==> src/rtl/eic_pkg.sv <==
package eic_pkg;

  localparam int REG_BITS   = 32;
  localparam int ADDR_W     = 9;
  localparam int WORD_IDX_W = 4;
  localparam int BANK_W     = 5;

  // Bank codes = busAddr[8:4] (byte offset >> 6)
  localparam logic [BANK_W-1:0] BANK_STATUS   = 5'd0;
  localparam logic [BANK_W-1:0] BANK_ACK      = 5'd1;
  localparam logic [BANK_W-1:0] BANK_MASK     = 5'd2;
  localparam logic [BANK_W-1:0] BANK_MASK_SET = 5'd3;
  localparam logic [BANK_W-1:0] BANK_MASK_CLR = 5'd4;
  localparam logic [BANK_W-1:0] BANK_SENS     = 5'd5;
  localparam logic [BANK_W-1:0] BANK_SENS_SET = 5'd6;
  localparam logic [BANK_W-1:0] BANK_SENS_CLR = 5'd7;
  localparam logic [BANK_W-1:0] BANK_SOFT     = 5'd8;
  localparam logic [BANK_W-1:0] BANK_SOFT_SET = 5'd9;
  localparam logic [BANK_W-1:0] BANK_SOFT_CLR = 5'd10;
  localparam logic [BANK_W-1:0] BANK_POL      = 5'd12;
  localparam logic [BANK_W-1:0] BANK_POL_SET  = 5'd13;
  localparam logic [BANK_W-1:0] BANK_POL_CLR  = 5'd14;
  localparam logic [BANK_W-1:0] BANK_DOM      = 5'd16;

  typedef struct packed {
    logic                  maskSet;
    logic                  maskClr;
    logic                  sensSet;
    logic                  sensClr;
    logic                  softSet;
    logic                  softClr;
    logic                  polSet;
    logic                  polClr;
    logic                  domWr;
    logic                  ackWr;
    logic                  rdEn;
    logic                  rdHit;
    logic [BANK_W-1:0]     rdBank;
    logic [WORD_IDX_W-1:0] word;
  } eic_strobe_t;

endpackage

==> src/rtl/eic_ctrl.sv <==
module eic_ctrl
  import eic_pkg::*;
#(
  parameter int WORDS = 2
) (
  input  logic              clk,
  input  logic              rstN,
  input  logic              busWe,
  input  logic              busRe,
  input  logic [ADDR_W-1:0] busAddr,
  output eic_strobe_t       strobe
);

  logic [BANK_W-1:0]     bankSel;
  logic [WORD_IDX_W-1:0] wordSel;
  logic                  inRange;
  logic                  wrOk;

  assign bankSel = busAddr[ADDR_W-1:WORD_IDX_W];
  assign wordSel = busAddr[WORD_IDX_W-1:0];
  assign inRange = (int'(wordSel) < WORDS);
  assign wrOk    = busWe & inRange;

  always_comb begin
    strobe        = '0;
    strobe.word   = wordSel;
    strobe.rdEn   = busRe;
    strobe.rdHit  = busRe & inRange;
    strobe.rdBank = bankSel;
    case (bankSel)
      BANK_ACK:      strobe.ackWr   = wrOk;
      BANK_MASK_SET: strobe.maskSet = wrOk;
      BANK_MASK_CLR: strobe.maskClr = wrOk;
      BANK_SENS_SET: strobe.sensSet = wrOk;
      BANK_SENS_CLR: strobe.sensClr = wrOk;
      BANK_SOFT_SET: strobe.softSet = wrOk;
      BANK_SOFT_CLR: strobe.softClr = wrOk;
      BANK_POL_SET:  strobe.polSet  = wrOk;
      BANK_POL_CLR:  strobe.polClr  = wrOk;
      BANK_DOM:      strobe.domWr   = wrOk;
      default: ;
    endcase
  end


  one_alias_chk: assert property (@(posedge clk) disable iff (!rstN)
    $onehot0({strobe.maskSet, strobe.maskClr, strobe.sensSet, strobe.sensClr,
              strobe.softSet, strobe.softClr, strobe.polSet, strobe.polClr,
              strobe.domWr, strobe.ackWr}));

endmodule

==> src/rtl/eic_sync.sv <==
module eic_sync #(
  parameter int WIDTH = 64
) (
  input  logic             clk,
  input  logic             rstN,
  input  logic [WIDTH-1:0] rawIn,
  output logic [WIDTH-1:0] lvlNow,
  output logic [WIDTH-1:0] lvlPrev
);

  for (genvar i = 0; i < WIDTH; i++) begin : g_line
    logic stageA;
    logic stageB;
    logic stageC;
    always_ff @(posedge clk or negedge rstN) begin
      if (!rstN) begin
        stageA <= 1'b0;
        stageB <= 1'b0;
        stageC <= 1'b0;
      end else begin
        stageA <= rawIn[i];
        stageB <= stageA;
        stageC <= stageB;
      end
    end
    assign lvlNow[i]  = stageB;
    assign lvlPrev[i] = stageC;
  end

endmodule

==> src/rtl/eic_datapath.sv <==
module eic_datapath
  import eic_pkg::*;
#(
  parameter int NUM_PINS = 64,
  parameter int WORDS    = 2
) (
  input  logic                      clk,
  input  logic                      rstN,
  input  eic_strobe_t               strobe,
  input  logic [REG_BITS-1:0]       busWrData,
  input  logic [WORDS*REG_BITS-1:0] lvlNow,
  input  logic [WORDS*REG_BITS-1:0] lvlPrev,
  output logic [REG_BITS-1:0]       busRdData,
  output logic                      irqOut
);

  localparam int PADW = WORDS * REG_BITS;

  function automatic logic [PADW-1:0] validBits();
    logic [PADW-1:0] v;
    for (int i = 0; i < PADW; i++) v[i] = (i < NUM_PINS);
    return v;
  endfunction

  localparam logic [PADW-1:0] PIN_VALID = validBits();

  logic [WORDS-1:0]    wordHit;
  logic [PADW-1:0]     wordSpan;
  logic [PADW-1:0]     wrSpread;
  logic [PADW-1:0]     wrBits;
  logic [PADW-1:0]     maskR, sensR, softR, polR, domR, edgeLat;
  logic [PADW-1:0]     activeLvl, edgeQual, edgeHit, ackBits, statusVec;
  logic [PADW-1:0]     rdVec;
  logic [REG_BITS-1:0] rdWord;

  for (genvar w = 0; w < WORDS; w++) begin : g_word
    assign wordHit[w]                        = (int'(strobe.word) == w);
    assign wordSpan[w*REG_BITS +: REG_BITS]  = {REG_BITS{wordHit[w]}};
    assign wrSpread[w*REG_BITS +: REG_BITS]  = wordHit[w] ? busWrData : '0;
  end

  assign wrBits = wrSpread & PIN_VALID;

  // configuration words
  always_ff @(posedge clk or negedge rstN) begin
    if (!rstN) begin
      maskR <= PIN_VALID;
      sensR <= '0;
      softR <= '0;
      polR  <= '0;
      domR  <= '0;
    end else begin
      if (strobe.maskSet) maskR <= maskR | wrBits;
      if (strobe.maskClr) maskR <= maskR & ~wrBits;
      if (strobe.sensSet) sensR <= sensR | wrBits;
      if (strobe.sensClr) sensR <= sensR & ~wrBits;
      if (strobe.softSet) softR <= softR | wrBits;
      if (strobe.softClr) softR <= softR & ~wrBits;
      if (strobe.polSet)  polR  <= polR | wrBits;
      if (strobe.polClr)  polR  <= polR & ~wrBits;
      if (strobe.domWr)   domR  <= (domR & ~wordSpan) | wrBits;
    end
  end

  // detection
  assign activeLvl = (polR & lvlNow) | (~polR & ~lvlNow);
  assign edgeQual  = (polR & lvlNow & ~lvlPrev) | (~polR & ~lvlNow & lvlPrev);
  assign edgeHit   = domR & ~sensR & edgeQual & PIN_VALID;
  assign ackBits   = strobe.ackWr ? wrBits : '0;

  always_ff @(posedge clk or negedge rstN) begin
    if (!rstN) edgeLat <= '0;
    else       edgeLat <= (edgeLat & ~ackBits) | edgeHit;
  end

  assign statusVec = domR & ((~sensR & edgeLat) | (sensR & activeLvl) | softR) & PIN_VALID;
  assign irqOut    = |(statusVec & ~maskR);

  // read path
  always_comb begin
    case (strobe.rdBank)
      BANK_STATUS: rdVec = statusVec;
      BANK_MASK:   rdVec = maskR;
      BANK_SENS:   rdVec = sensR;
      BANK_SOFT:   rdVec = softR;
      BANK_POL:    rdVec = polR;
      BANK_DOM:    rdVec = domR;
      default:     rdVec = '0;
    endcase
    rdWord = '0;
    for (int w = 0; w < WORDS; w++)
      if (wordHit[w]) rdWord = rdVec[w*REG_BITS +: REG_BITS];
  end

  always_ff @(posedge clk or negedge rstN) begin
    if (!rstN)            busRdData <= '0;
    else if (strobe.rdEn) busRdData <= strobe.rdHit ? rdWord : '0;
  end


  mask_set_chk: assert property (@(posedge clk) disable iff (!rstN)
    strobe.maskSet |=> ((maskR & $past(wrBits)) == $past(wrBits)));

  sens_clr_chk: assert property (@(posedge clk) disable iff (!rstN)
    strobe.sensClr |=> ((sensR & $past(wrBits)) == '0));

  ack_clear_chk: assert property (@(posedge clk) disable iff (!rstN)
    (strobe.ackWr && ((edgeHit & wrBits) == '0)) |=> ((edgeLat & $past(wrBits)) == '0));

  dom_off_chk: assert property (@(posedge clk) disable iff (!rstN)
    (domR == '0 && edgeLat == '0) |=> (edgeLat == '0));

  soft_pend_chk: assert property (@(posedge clk) disable iff (!rstN)
    ((statusVec & softR & domR) == (softR & domR & PIN_VALID)));

  all_masked_chk: assert property (@(posedge clk) disable iff (!rstN)
    (maskR == PIN_VALID) |-> !irqOut);

endmodule

==> src/rtl/eic_top.sv <==
module eic_top
  import eic_pkg::*;
#(
  parameter int NUM_PINS = 64
) (
  input  logic                clk,
  input  logic                rstN,
  input  logic                busWe,
  input  logic                busRe,
  input  logic [8:0]          busAddr,
  input  logic [31:0]         busWrData,
  output logic [31:0]         busRdData,
  input  logic [NUM_PINS-1:0] pinIn,
  output logic                irqOut
);

  localparam int WORDS = (NUM_PINS + REG_BITS - 1) / REG_BITS;
  localparam int PADW  = WORDS * REG_BITS;

  eic_strobe_t     strobe;
  logic [PADW-1:0] pinPad;
  logic [PADW-1:0] lvlNow;
  logic [PADW-1:0] lvlPrev;

  always_comb begin
    pinPad                 = '0;
    pinPad[NUM_PINS-1:0]   = pinIn;
  end

  eic_ctrl #(.WORDS(WORDS)) u_ctrl (
    .clk     (clk),
    .rstN    (rstN),
    .busWe   (busWe),
    .busRe   (busRe),
    .busAddr (busAddr),
    .strobe  (strobe)
  );

  eic_sync #(.WIDTH(PADW)) u_sync (
    .clk     (clk),
    .rstN    (rstN),
    .rawIn   (pinPad),
    .lvlNow  (lvlNow),
    .lvlPrev (lvlPrev)
  );

  eic_datapath #(.NUM_PINS(NUM_PINS), .WORDS(WORDS)) u_dp (
    .clk       (clk),
    .rstN      (rstN),
    .strobe    (strobe),
    .busWrData (busWrData),
    .lvlNow    (lvlNow),
    .lvlPrev   (lvlPrev),
    .busRdData (busRdData),
    .irqOut    (irqOut)
  );

endmodule

==> config.mk <==
export PLATFORM = sky130hd
export DESIGN_NAME = eic_top
export DESIGN_NICKNAME = d
export VERILOG_FILES = /design/src/rtl/eic_pkg.sv /design/src/rtl/eic_ctrl.sv /design/src/rtl/eic_sync.sv /design/src/rtl/eic_datapath.sv /design/src/rtl/eic_top.sv
export SDC_FILE = /design/constraint.sdc
export NUM_CORES = 1
export LEC_CHECK = 0
export BUFFER_PORTS_ARGS = -buffer_cell sky130_fd_sc_hd__buf_2
export CAP_MARGIN = 20
export CELL_PAD_IN_SITES_DETAIL_PLACEMENT = 2
export CELL_PAD_IN_SITES_GLOBAL_PLACEMENT = 2
export CORE_ASPECT_RATIO = 2
export CORE_MARGIN = 2
export CORE_UTILIZATION = 41
export CTS_BUF_LIST = sky130_fd_sc_hd__clkbuf_16
export DETAILED_ROUTE_END_ITERATION = 6
export PLACE_DENSITY = 0.78
export SLEW_MARGIN = 10
export SYNTH_ARGS = -nofsm -noshare
export SYNTH_HDL_FRONTEND = slang
export SYNTH_SLANG_ARGS = --single-unit
==> constraint.sdc <==
create_clock -name clk -period 2.61 [get_ports clk]
set_input_delay 0.1305 -clock clk [delete_from_list [all_inputs] [get_ports clk]]
set_output_delay 0.1305 -clock clk [all_outputs]
set_load 0.02 [all_outputs]
* Word level (Yosys, flattened, before mapping)
Index checks and enable logic that the tools add are counted.
** Operators by class
- Reduce and logical (&&, ||, !) cells :: 7
- Bitwise gates (word level) :: 36
- $lt $le $gt $ge :: 1
- Multiplexer cells :: 25
- Equal/unequal tests :: 15
** Operators by type and width (count)
- $and 64x64->64 :: 16
- $or 64x64->64 :: 10
- $mux 64 :: 9
- $not 64->64 :: 8
- $pmux 64 s6 :: 1
- $mux 32 :: 5
- $reduce_or 64->1 :: 1
- $eq 5x4->1 const B :: 6
- $eq 5x3->1 const B :: 4
- $eq 5x2->1 const B :: 2
- $mux 1 :: 10
- $reduce_bool 2->1 :: 4
- $eq 5x1->1 const B :: 1
- $eq 5x5->1 const B :: 1
- $logic_not 5->1 :: 1
- $eq 4x2->1 const B :: 1
- $logic_not 4->1 :: 1
- $lt 4x2->1 const B :: 1
- $and 1x1->1 :: 2
** Word-level totals
- Logic and storage cells :: 283
- Input bits :: 109
- Output and inout bits :: 33
- Bits in registers :: 608

* Logic depth before layout (Yosys ltp)
- Depth after elaboration :: 11
- Depth in mapped cells :: 10
- Depth with buffers taken out :: 8

* Cells and area by module
From an unflattened synthesis, not the netlist that was laid out.
** Unflattened totals
- Cells, all modules :: 2753
- Area, all modules :: 29298.1 um^2
** By module, submodules not included
- eic_datapath :: times used 1, seq. area each 10490.1 um^2, cells each 2402, area each 23318.6 um^2
- eic_sync :: times used 1, seq. area each 4804.6 um^2, cells each 320, area each 5765.5 um^2
- eic_ctrl :: times used 1, seq. area each 0.0 um^2, cells each 31, area each 214.0 um^2

* Worst setup path after synthesis
Ideal clock, no wire load.
- Path kind :: register to output
- Start :: register (tool-made name)
- End :: output irqOut
- Buffers on the path :: 0
- Path slack :: 0.540 ns
- Data arrival time :: 1.939 ns
- Data required time :: 2.480 ns
- Cell stages (with the launch flop) :: 9
- Cells stage by stage :: dfrtp_1 -> inv_1 -> ha_1 -> nand2_1 -> a21oi_1 -> nor3b_1 -> or4b_1 -> nor4_1 -> nand4_1
** RTL lines
- end, declared :: RTL line eic_top.sv:14 : output logic irqOut

==> out/metrics.csv <==
stage,metric,value,unit
floorplan,die_w,189.6,µm
logic_synthesis,synth_area_leaders,"dfrtp_1, a21oi_1, dfstp_2, ha_1, o21ai_0",
critical_path,path_buf_inv,3,
power_and_ir_drop,combPwrFrac,0.069,
logic_synthesis,synth_area,0.02826,mm²
power_and_ir_drop,power.switching,0.005052,W
logic_synthesis,async_flop_share,1.000,
logic_synthesis,synth_compound_area_frac,0.2077,
global_routing,grt_max_degree,77,
logic_synthesis,syn-num-nets,2965,
route,postRouteAntennaNets,0,
floorplan,initial_core_util,0.4131,
logic_synthesis,yosys_most_used_dff,dfrtp_1,
final_layout,area_growth,19.73,%
sta,setup_viol,1,
route,drt_pass1_iterations,6,
outcome,violations,negative setup slack,
logic_synthesis,synth_top_family_by_area,compound AO/OA/AOI/OAI gates,
sta,fin_skew,10.88,ps
cts,numCtsBuffers,57,
logic_synthesis,ys_seq_area_frac,0.5412,
power_and_ir_drop,peakVddDrop,629.6,µV
global_routing,grt_first_pass_wirelength,175800,µm
critical_path,critPathMaxStageDelay,340,ps
critical_path,cpMaxStageDelayCell,dfrtp_1,
logic_synthesis,synth-seq-cells,608,
power_and_ir_drop,seqPwrFrac,0.475,
cts,cts_max_path_buffers,3,
critical_path,worstSetupPathType,reg -> out,
route,vias_per_cell,6.158,
logic_synthesis,yosysTopAreaCell,dfrtp_1,
floorplan,fp-row-count,136,
route,drtIter0Drc,1847,
power_and_ir_drop,powerDensity,611.1,mW/mm²
place,dp_hpwl,69420,µm
logic_synthesis,synthSimpleGateAreaFrac,0.09156,
route,post_drt_wl_per_cell,29.50,µm
global_routing,antenna_found_initial,1,
power_and_ir_drop,clkPwrFrac,0.456,
outcome,run_status,finished with violations,
power_and_ir_drop,p_leak,14.78,nW
critical_path,worstSetupEndpointType,primary output,
critical_path,crit_fanout,2,
cts,htree_levels,2,
floorplan,ios,142,
cts,cts_root_buffer,clkbuf_16,
sta,hold_viol_final,0,
critical_path,worstPathArrival,3000,ps
sta,worst_pin_slew,885.2,ps
cts,clk_latency,650,ps
final_layout,final_core_util,0.4946,
place,gp_congestion,0.8102,
global_routing,grt_overflow,0,
final_layout,final_cell_mix,"dfrtp_1, a21oi_1, inv_1, buf_2, o21ai_0",
critical_path,critical_path.top_delay_family,simple AND/OR/NAND/NOR gates,
logic_synthesis,synth_top_area_frac,0.4817,
floorplan,die_y,375.3,µm
cts,cts.sinks,608,
final_layout,layout_commonest_cell,dfrtp_1,
sta,tns,-519.7,ps
sta,max_freq,0.3195,GHz
sta,fin_crit,3130,ps
power_and_ir_drop,switching_share,0.2443,
critical_path,startpoint_type,register,
logic_synthesis,yosys-mux-area-fraction,0.04853,
sta,setup_slack,-519.7,ps
route,num_vias,24041,
final_layout,drive_gt1_frac,0.1767,
min_path,worstHoldPathType,in -> async,
sta,drv_slew,0,
cts,cts_tree,yes,
global_routing,track_usage,0.3273,
global_routing,grt_pass1_vias,27629,
sta,fin_crit_sh,1.199,
route,drt_wl_total,115100,µm
floorplan,dieArea,0.07117,mm²
route,drc_errors,0,
sta,slew_headroom,0.4080,
logic_synthesis,synth_xor_area_frac,0.0003099,
floorplan,core-area,0.06841,mm²
logic_synthesis,avgSynthCellArea,10.36,µm²
logic_synthesis,synth-adder-area-share,0.05667,
critical_path,path_cells,"inv_1, ha_1, nor2b_1, o311ai_1, buf_4, o2111a_2, nand4b_1, nor4_2, nand4_1, buf_6",
job,cap_viol_max_count,0,
power_and_ir_drop,intPower,0.01563,W
logic_synthesis,ys_types,66,
logic_synthesis,synth_edf_count,0,
sta,rsz0062_at_grt,yes,
logic_synthesis,synth_cells,2728,
critical_path,crit_required,2480,ps
final_layout,finalNetCount,3194,
cts,clkTransAtPathRegs,70,ps
place,io_buffers,141,
logic_synthesis,ys_warn_count,0,
[cell usage after synthesis, types with 3 or more instances]
cell and count:
dfrtp_1 544, a21oi_1 500, inv_1 171, clkbuf_1 147
o21ai_0 142, nand2_1 132, ha_1 128, o21ai_1 122
o31ai_1 69, nand2b_1 68, mux2i_1 65, dfstp_2 64
a222oi_1 62, buf_2 54, nor2b_1 53, nor2_1 50
o311ai_0 42, and2_1 40, and3_1 34, mux2_2 34
mux2_1 30, nand3_1 26, a31oi_1 25, or2_2 17
nand4_1 10, o32ai_1 9, a21o_1 7, nor3b_1 7
nand3b_1 6, a211oi_1 5, o41ai_1 5, buf_6 4
nor4_1 4, o211ai_1 4, or3b_2 4, nor2_4 3
nor3_1 3
[stage by stage]
stage	setup slack, ps	cell area (µm²)	instances	hold WS (ps)	power [W]
floorplan	540.1	28260	2728	-165.1	0.01040
CTS	-471.9	33810	3900	62.59	0.02083
detailed placement	-133.2	30670	3694	150.5	0.01123
global placement	-66.57	30670	3694	147.6	0.01117
finish	-519.7	33840	3904	54.37	0.02068
global route	-601.1	33830	3902	84.37	0.02126
[cells by family after synthesis]
kind of cell	after synthesis
AOI/OAI and AO/OA	1007
xor gates and xnor gates	1
adders and majority gates	128
buffers and inverters	380
DFF	608
and+or+nand+nor	475
muxes	129
[final cells by class]
type / count / area (µm²)
sequential: 608 / 15300
clock buffer: 59 / 1476
clock inverter: 48 / 576.8
inverter: 172 / 645.6
fill: 6933 / 34570
tap: 897 / 1122
antenna: 2 / 5.005
timing repair buffer: 378 / 3122
multi-input combinational: 1740 / 11590
[power by group through the flow]
stage          logic [W]  clock network [W]  registers (W)
6_report         0.00142            0.00942        0.00983
5_1_grt          0.00153            0.00988        0.00985
4_1_cts          0.00141            0.00959        0.00983
3_5_place_dp     0.00124                  0        0.00999
3_3_place_gp     0.00119                  0        0.00998
2_1_floorplan   0.000457                  0        0.00995
[final timing paths]
path	depth (start not counted)	slack (ps)	startpoint	end
setup / recovery	10	-520	register	irqOut
hold / removal	2	50	rstN	u_sync.g_line[0].stageB
hold reg to reg	0	340	u_sync.g_line[9].stageA	u_sync.g_line[9].stageB
min in group clk	3	100	busAddr[4]	register
setup reg to reg	7	410	u_sync.g_line[19].stageB	u_dp.busRdData[19]
max in group asynchronous	3	1620	rstN	async pin
[layer usage]
layer / track usage / share of wire / up-vias
met3: 0.04145 / 0.051 / 354
met5: 0 / 0 / -
met4: 0.1774 / 0.060 / 0
li1: - / - / 10145
met1: 0.3886 / 0.38 / 12636
met2: 0.5727 / 0.51 / 906
[timing repair]
| item | 4_1_cts | 5_1_grt |
|---|---|---|
| endpoints found under the setup margin | 1 | 1 |
| pin swaps | 11 | 2 |
| resized for setup | 36 | 2 |
| hold buffers | 97 | 0 |
| cloned | 0 | 0 |
| endpoints found under the hold margin | 740 | 0 |
| buffers inserted | 2 | 2 |
No activity file was read; power rests on OpenSTA's default activity.
